===== config.mk =====
export PLATFORM = sky130hd
export DESIGN_NAME = badblk_scanner
export DESIGN_NICKNAME = d
export VERILOG_FILES = /design/src/rtl/badblk_pkg.sv /design/src/rtl/badblk_rowcalc.sv /design/src/rtl/badblk_marker.sv /design/src/rtl/badblk_compact.sv /design/src/rtl/badblk_scanner.sv
export SDC_FILE = /design/constraint.sdc
export NUM_CORES = 1
export LEC_CHECK = 0
export BUFFER_PORTS_ARGS = -buffer_cell sky130_fd_sc_hd__buf_2
export CORE_MARGIN = 8
export CORE_UTILIZATION = 47
export CTS_BUF_LIST = sky130_fd_sc_hd__clkbuf_8
export CTS_CLUSTER_SIZE = 14
export DETAILED_ROUTE_END_ITERATION = 16
export PLACE_DENSITY = 0.81
export REMOVE_ABC_BUFFERS = 1
export SYNTH_ARGS = -nofsm -noshare
export SYNTH_HDL_FRONTEND = slang
export SYNTH_SLANG_ARGS = --single-unit
export TNS_END_PERCENT = 100

===== constraint.sdc =====
create_clock -name clk -period 1.6 [get_ports clk]
set_clock_uncertainty 0.2 [all_clocks]
set_input_delay 0.24 -clock clk [delete_from_list [all_inputs] [get_ports clk]]
set_output_delay 0.24 -clock clk [all_outputs]
set_load 0.02 [all_outputs]

===== src/rtl/badblk_pkg.sv =====
package badblk_pkg;

    typedef enum logic [2:0] {
        S_IDLE,
        S_ISSUE,
        S_WAIT,
        S_EVAL,
        S_FINISH
    } scan_state_t;

    function automatic int clog2_min1(input int value);
        return (value > 1) ? $clog2(value) : 1;
    endfunction

endpackage


===== src/rtl/badblk_rowcalc.sv =====
module badblk_rowcalc #(
    parameter int BLOCKS_PER_DIE  = 16,
    parameter int PAGES_PER_BLOCK = 64,
    parameter int BLK_W           = 4,
    parameter int DIE_W           = 2,
    parameter int ROW_W           = 24
) (
    input  logic [BLK_W-1:0] blk,
    input  logic [DIE_W-1:0] die,
    output logic [ROW_W-1:0] row
);
    localparam logic [ROW_W-1:0] BPD = ROW_W'(BLOCKS_PER_DIE);
    localparam logic [ROW_W-1:0] PPB = ROW_W'(PAGES_PER_BLOCK);

    always_comb begin
        row = (ROW_W'(blk) + ROW_W'(die) * BPD) * PPB;
    end
endmodule


===== src/rtl/badblk_marker.sv =====
module badblk_marker #(
    parameter int NUM_MARK = 2,
    parameter int WORD_W   = 32
) (
    input  logic [NUM_MARK-1:0][WORD_W-1:0] words,
    output logic                            is_bad
);
    logic [NUM_MARK-1:0] not_erased;

    for (genvar g = 0; g < NUM_MARK; g++) begin : g_mark
        assign not_erased[g] = (words[g] != {WORD_W{1'b1}});
    end

    assign is_bad = |not_erased;
endmodule


===== src/rtl/badblk_compact.sv =====
module badblk_compact #(
    parameter int TBL_DEPTH = 8,
    parameter int BLK_W     = 4,
    parameter int IDX_W     = 3,
    parameter int CNT_W     = 4
) (
    input  logic             clk,
    input  logic             rst_n,
    input  logic             clear,
    input  logic             eval,
    input  logic             bad,
    input  logic [BLK_W-1:0] blk,
    output logic             we,
    output logic [IDX_W-1:0] idx,
    output logic [BLK_W-1:0] entry,
    output logic [CNT_W-1:0] count,
    output logic             overflow
);
    localparam logic [CNT_W-1:0] FULL = CNT_W'(TBL_DEPTH);

    logic [CNT_W-1:0] count_q;
    logic             ovf_q;
    logic             has_room;

    assign has_room = (count_q < FULL);
    assign we       = eval && bad && has_room;
    assign idx      = IDX_W'(count_q);
    assign entry    = blk;
    assign count    = count_q;
    assign overflow = ovf_q;

    always_ff @(posedge clk or negedge rst_n) begin
        if (!rst_n) begin
            count_q <= '0;
            ovf_q   <= 1'b0;
        end else if (clear) begin
            count_q <= '0;
            ovf_q   <= 1'b0;
        end else if (eval && bad) begin
            if (has_room) count_q <= count_q + 1'b1;
            else          ovf_q   <= 1'b1;
        end
    end

    // the count never passes the table capacity
    a_r7_count_capped: assert property (@(posedge clk) disable iff (!rst_n)
        count_q <= FULL);
endmodule


===== src/rtl/badblk_scanner.sv =====
module badblk_scanner
    import badblk_pkg::*;
#(
    parameter int PLANES_PER_DIE  = 2,
    parameter int BLKS_PER_PLANE  = 8,
    parameter int PAGES_PER_BLOCK = 64,
    parameter int DIE_W           = 2,
    parameter int ROW_W           = 24,
    parameter int TBL_DEPTH       = 8
) (
    input  logic                                                   clk,
    input  logic                                                   rst_n,
    input  logic                                                   start,
    input  logic [DIE_W-1:0]                                       die_idx,
    output logic                                                   rd_req,
    output logic [ROW_W-1:0]                                       rd_row,
    input  logic                                                   rd_done,
    input  logic [31:0]                                            rd_data0,
    input  logic [31:0]                                            rd_spare0,
    output logic                                                   tbl_we,
    output logic [clog2_min1(TBL_DEPTH)-1:0]                       tbl_idx,
    output logic [clog2_min1(PLANES_PER_DIE*BLKS_PER_PLANE)-1:0]   tbl_entry,
    output logic [$clog2(TBL_DEPTH+1)-1:0]                         bad_count,
    output logic                                                   overflow,
    output logic                                                   busy,
    output logic                                                   done
);
    localparam int BLOCKS_PER_DIE = PLANES_PER_DIE * BLKS_PER_PLANE;
    localparam int BLK_W          = clog2_min1(BLOCKS_PER_DIE);
    localparam int IDX_W          = clog2_min1(TBL_DEPTH);
    localparam int CNT_W          = $clog2(TBL_DEPTH + 1);
    localparam logic [BLK_W-1:0] LAST_BLK = BLK_W'(BLOCKS_PER_DIE - 1);

    scan_state_t state_q, state_d;
    logic [BLK_W-1:0] blk_q;
    logic [DIE_W-1:0] die_q;
    logic [1:0][31:0] marks_q;
    logic             blk_bad;
    logic             eval;
    logic             clear;
    logic             last_blk;

    assign last_blk = (blk_q == LAST_BLK);

    // next-state logic
    always_comb begin
        state_d = state_q;
        unique case (state_q)
            S_IDLE:   if (start)   state_d = S_ISSUE;
            S_ISSUE:               state_d = S_WAIT;
            S_WAIT:   if (rd_done) state_d = S_EVAL;
            S_EVAL:   state_d = last_blk ? S_FINISH : S_ISSUE;
            S_FINISH:              state_d = S_IDLE;
            default:               state_d = S_IDLE;
        endcase
    end

    // state register
    always_ff @(posedge clk or negedge rst_n) begin
        if (!rst_n) state_q <= S_IDLE;
        else        state_q <= state_d;
    end

    // outputs decoded from state
    always_comb begin
        rd_req = 1'b0;
        eval   = 1'b0;
        done   = 1'b0;
        busy   = 1'b1;
        clear  = 1'b0;
        unique case (state_q)
            S_IDLE:   begin busy = 1'b0; clear = start; end
            S_ISSUE:  rd_req = 1'b1;
            S_WAIT:   ;
            S_EVAL:   eval = 1'b1;
            S_FINISH: done = 1'b1;
            default:  busy = 1'b0;
        endcase
    end

    // sweep datapath
    always_ff @(posedge clk or negedge rst_n) begin
        if (!rst_n) begin
            blk_q   <= '0;
            die_q   <= '0;
            marks_q <= '0;
        end else begin
            if (state_q == S_IDLE && start) begin
                blk_q <= '0;
                die_q <= die_idx;
            end
            if (state_q == S_WAIT && rd_done) begin
                marks_q <= {rd_spare0, rd_data0};
            end
            if (state_q == S_EVAL && !last_blk) begin
                blk_q <= blk_q + 1'b1;
            end
        end
    end

    badblk_rowcalc #(
        .BLOCKS_PER_DIE (BLOCKS_PER_DIE),
        .PAGES_PER_BLOCK(PAGES_PER_BLOCK),
        .BLK_W          (BLK_W),
        .DIE_W          (DIE_W),
        .ROW_W          (ROW_W)
    ) u_rowcalc (
        .blk(blk_q),
        .die(die_q),
        .row(rd_row)
    );

    badblk_marker #(
        .NUM_MARK(2),
        .WORD_W  (32)
    ) u_marker (
        .words (marks_q),
        .is_bad(blk_bad)
    );

    badblk_compact #(
        .TBL_DEPTH(TBL_DEPTH),
        .BLK_W    (BLK_W),
        .IDX_W    (IDX_W),
        .CNT_W    (CNT_W)
    ) u_compact (
        .clk     (clk),
        .rst_n   (rst_n),
        .clear   (clear),
        .eval    (eval),
        .bad     (blk_bad),
        .blk     (blk_q),
        .we      (tbl_we),
        .idx     (tbl_idx),
        .entry   (tbl_entry),
        .count   (bad_count),
        .overflow(overflow)
    );

    // a request lasts one cycle
    a_r6_single_req: assert property (@(posedge clk) disable iff (!rst_n)
        rd_req |=> !rd_req);

    // the machine holds in WAIT until the read returns
    a_r6_hold_wait: assert property (@(posedge clk) disable iff (!rst_n)
        (state_q == S_WAIT && !rd_done) |=> (state_q == S_WAIT && !rd_req));

    // completion is a single-cycle pulse
    a_r8_done_pulse: assert property (@(posedge clk) disable iff (!rst_n)
        done |=> !done);

    // every table write advances the count by one
    a_r4_dense_fill: assert property (@(posedge clk) disable iff (!rst_n)
        tbl_we |=> (bad_count == $past(bad_count) + 1'b1));

    // overflow is held for the rest of the sweep
    a_r7_sticky_overflow: assert property (@(posedge clk) disable iff (!rst_n)
        (overflow && busy) |=> overflow);
endmodule


==> out/results.tsv <==
metric	value	unit
setup_viol	76	
p_per_area	1776	nW/um^2
synthFlopType	dfrtp_1	
cts_tree	done	
cp.arrival	1.73	ns
rrSetupSlack	-0.33	ns
numClockSinks	78	
leakage	2.652	nW
clkTransAtPathRegs	0.08	ns
outcome	finished, violations left	
syn_to_final_growth	61.44	%
final_layout_size_suffix_gt1_frac	0.5090	
rows	31	
seq_area	1952	sq um
routed_wl	11260	microns
max_freq	0.4617	GHz
period_needed	2.166	ns
synthCells	251	
swShare	0.3271	
nNetsFinal	510	
layout_commonest_cell	buf_2	
clock_path_buffers	2	
drc_errors	0	
cts.htree.levels	3	
internal-power	6.586	mW
final_hold_viol_count	0	
io_pins	110	
worstPathRequired	1.16	ns
finalPower	9.787	mW
irDropWorstVdd	1.017	mV
multiInputGateArea	1574	sq um
drt_iter0_markers	90	
async_flop_share	1.000	
timing.max_cap.violations	0	
start_util	0.4783	
yosysTopAreaCell	dfrtp_1	
die_x	101.2	microns
fin_ws	-0.5660	ns
avgRoutedWirePerCell	20.82	microns
whs	0.1408	ns
num_antenna_cells	0	
sequentialPowerShare	0.373	
crit_fanout	2	
path_class	reg -> out	
cp-startpoint	marks_q[27]	
rr_startpoint	state_q[0]	
fin_setup_tns	-19.13	ns
post-route-period-util	1.354	
grt_pass1_wl	16970	microns
synth.distinct_cells	32	
clk-insertion-delay-late	0.35	ns
timing.rr.end	marks_q[37]	
synth-edff-count	0	
place_congestion	0.7954	
final_area	5510	sq um
chipHeight	101.2	microns
port-buffer-count	91	
post-dp-hpwl	5378	microns
syn-cell-area	3413	sq um
grt_antenna_before_repair	0	
rsz0062_at_grt	true	
layout_common_cells	buf_2, dfrtp_1, dlygate4sd3_1	
combPwrFrac	0.456	
grt_pass1_vias	3209	
dp_cells	439	
vias_per_cell	5.190	
clkPwrFrac	0.170	
nFillCells	421	
worstHoldPathType	in -> reg	
dr.pass1.iters	4	
violations	setup timing	
dpl_cell_area	3936	sq um
pre_cts_slack	-0.3612	ns
p_switching	3.201	mW
synth_top_cell_area_share	0.5718	
slew_violations	0	
start_kind	register	
via_count	2808	
avgSynthCellArea	13.60	sq um
die_area	10250	sq um
crit_path_end	tbl_we	
ant_nets	0	
ff2ff_path_depth	6	
cts_made_buffers	9	
yosys_register_bits	78	
synthTopCellsByArea	dfrtp_1, mux2_2, buf_4, nand4_1, buf_6	
cts-root-buf	clkbuf_8	
grt_max_degree	38	
core_area	7137	sq um
synth-seq-area-share	0.5718	
layout.cells.non_filler	541	
gr-total-overflow	0	
final_util	0.7721	
grt_use_total	0.2185	
yosys_warnings	0	
endpoint_kind	primary output	
## worst max-delay path, cell delays in order, from the launching register on
cell and delay [ns]:
dfrtp_1 0.36, nand4_1 0.16, nor4_4 0.36, nand4_1 0.18, and2_4 0.19, buf_6 0.13
## cells by family after synthesis
| logic type | after synthesis | synth area share |
|---|---|---|
| DFF | 78 | 0.5718 |
| adders and majority gates | 2 | 0.007330 |
| xor gates and xnor gates | 4 | 0.01027 |
| and+or+nand+nor | 56 | 0.09421 |
| muxes | 67 | 0.2199 |
| buffers and inverters | 35 | 0.08211 |
| AOI/OAI and AO/OA | 8 | 0.01319 |
| other | 1 | 0.001099 |
## cells in the mapped netlist (all sizes together), types with 2 or more instances
| cell type | number |
|---|---|
| nand3b | 2 |
| nor2 | 6 |
| nand4 | 17 |
| dfrtp | 78 |
| nand3 | 8 |
| o21ai | 4 |
| a31oi | 2 |
| nand2 | 11 |
| mux2i | 3 |
| ha | 2 |
| buf | 34 |
| nor4 | 4 |
| and2 | 2 |
| mux2 | 64 |
| xnor2 | 3 |
## worst min path at each step
stage / startpoint / end / cells after the start / slack, ns
floorplan: rst_n / blk_q[0] / 0 / -0.26
global placement: rst_n / marks_q[27] / 1 / -0.01
detailed placement: rst_n / marks_q[24] / 1 / -0.01
CTS: start / state_q[0] / 4 / 0.12
global route: start / state_q[0] / 4 / 0.16
finish: start / state_q[0] / 4 / 0.14
## power by group through the flow
stage	clock network, mW	registers (mW)	logic [mW]
finish	1.67	3.66	4.47
global route	1.76	3.75	4.72
CTS	1.67	3.56	4.28
detailed placement	0	3.56	2.66
global placement	0	3.49	2.56
floorplan	0	3.65	1.60
## layer usage
metal,vias to the layer above,global-route usage,part of all wire
li1,1228,-,-
met1,1428,0.2292,0.38
met5,-,0,0
met4,0,0.06415,0.024
met3,26,0.06735,0.067
met2,126,0.4069,0.53
## cell type report
class                           count  area share
Clock inverter                      4     0.01272
Multi-Input combinational cell    155      0.2856
Timing Repair Buffer              194      0.2975
Sequential cell                    78      0.3542
Tap cell                           99     0.02248
Clock buffer                       11     0.02748
## what timing repair did
| action | in CTS | in global routing |
|---|---|---|
| gates cloned | 7 | 0 |
| setup buffers | 18 | 3 |
| hold endpoints to repair | 144 | 0 |
| endpoints found under the setup margin | 73 | 79 |
| pin swaps | 9 | 4 |
| resized for setup | 95 | 25 |
| hold buffers | 67 | 0 |
## sequential cells by signal (all words and copies together), names as in the netlist
signal,count
blk_q,4
die_q,2
marks_q,64
state_q,3
u_compact.count,4
u_compact.overflow,1
Note: power is estimated with default switching activity, not from simulation.
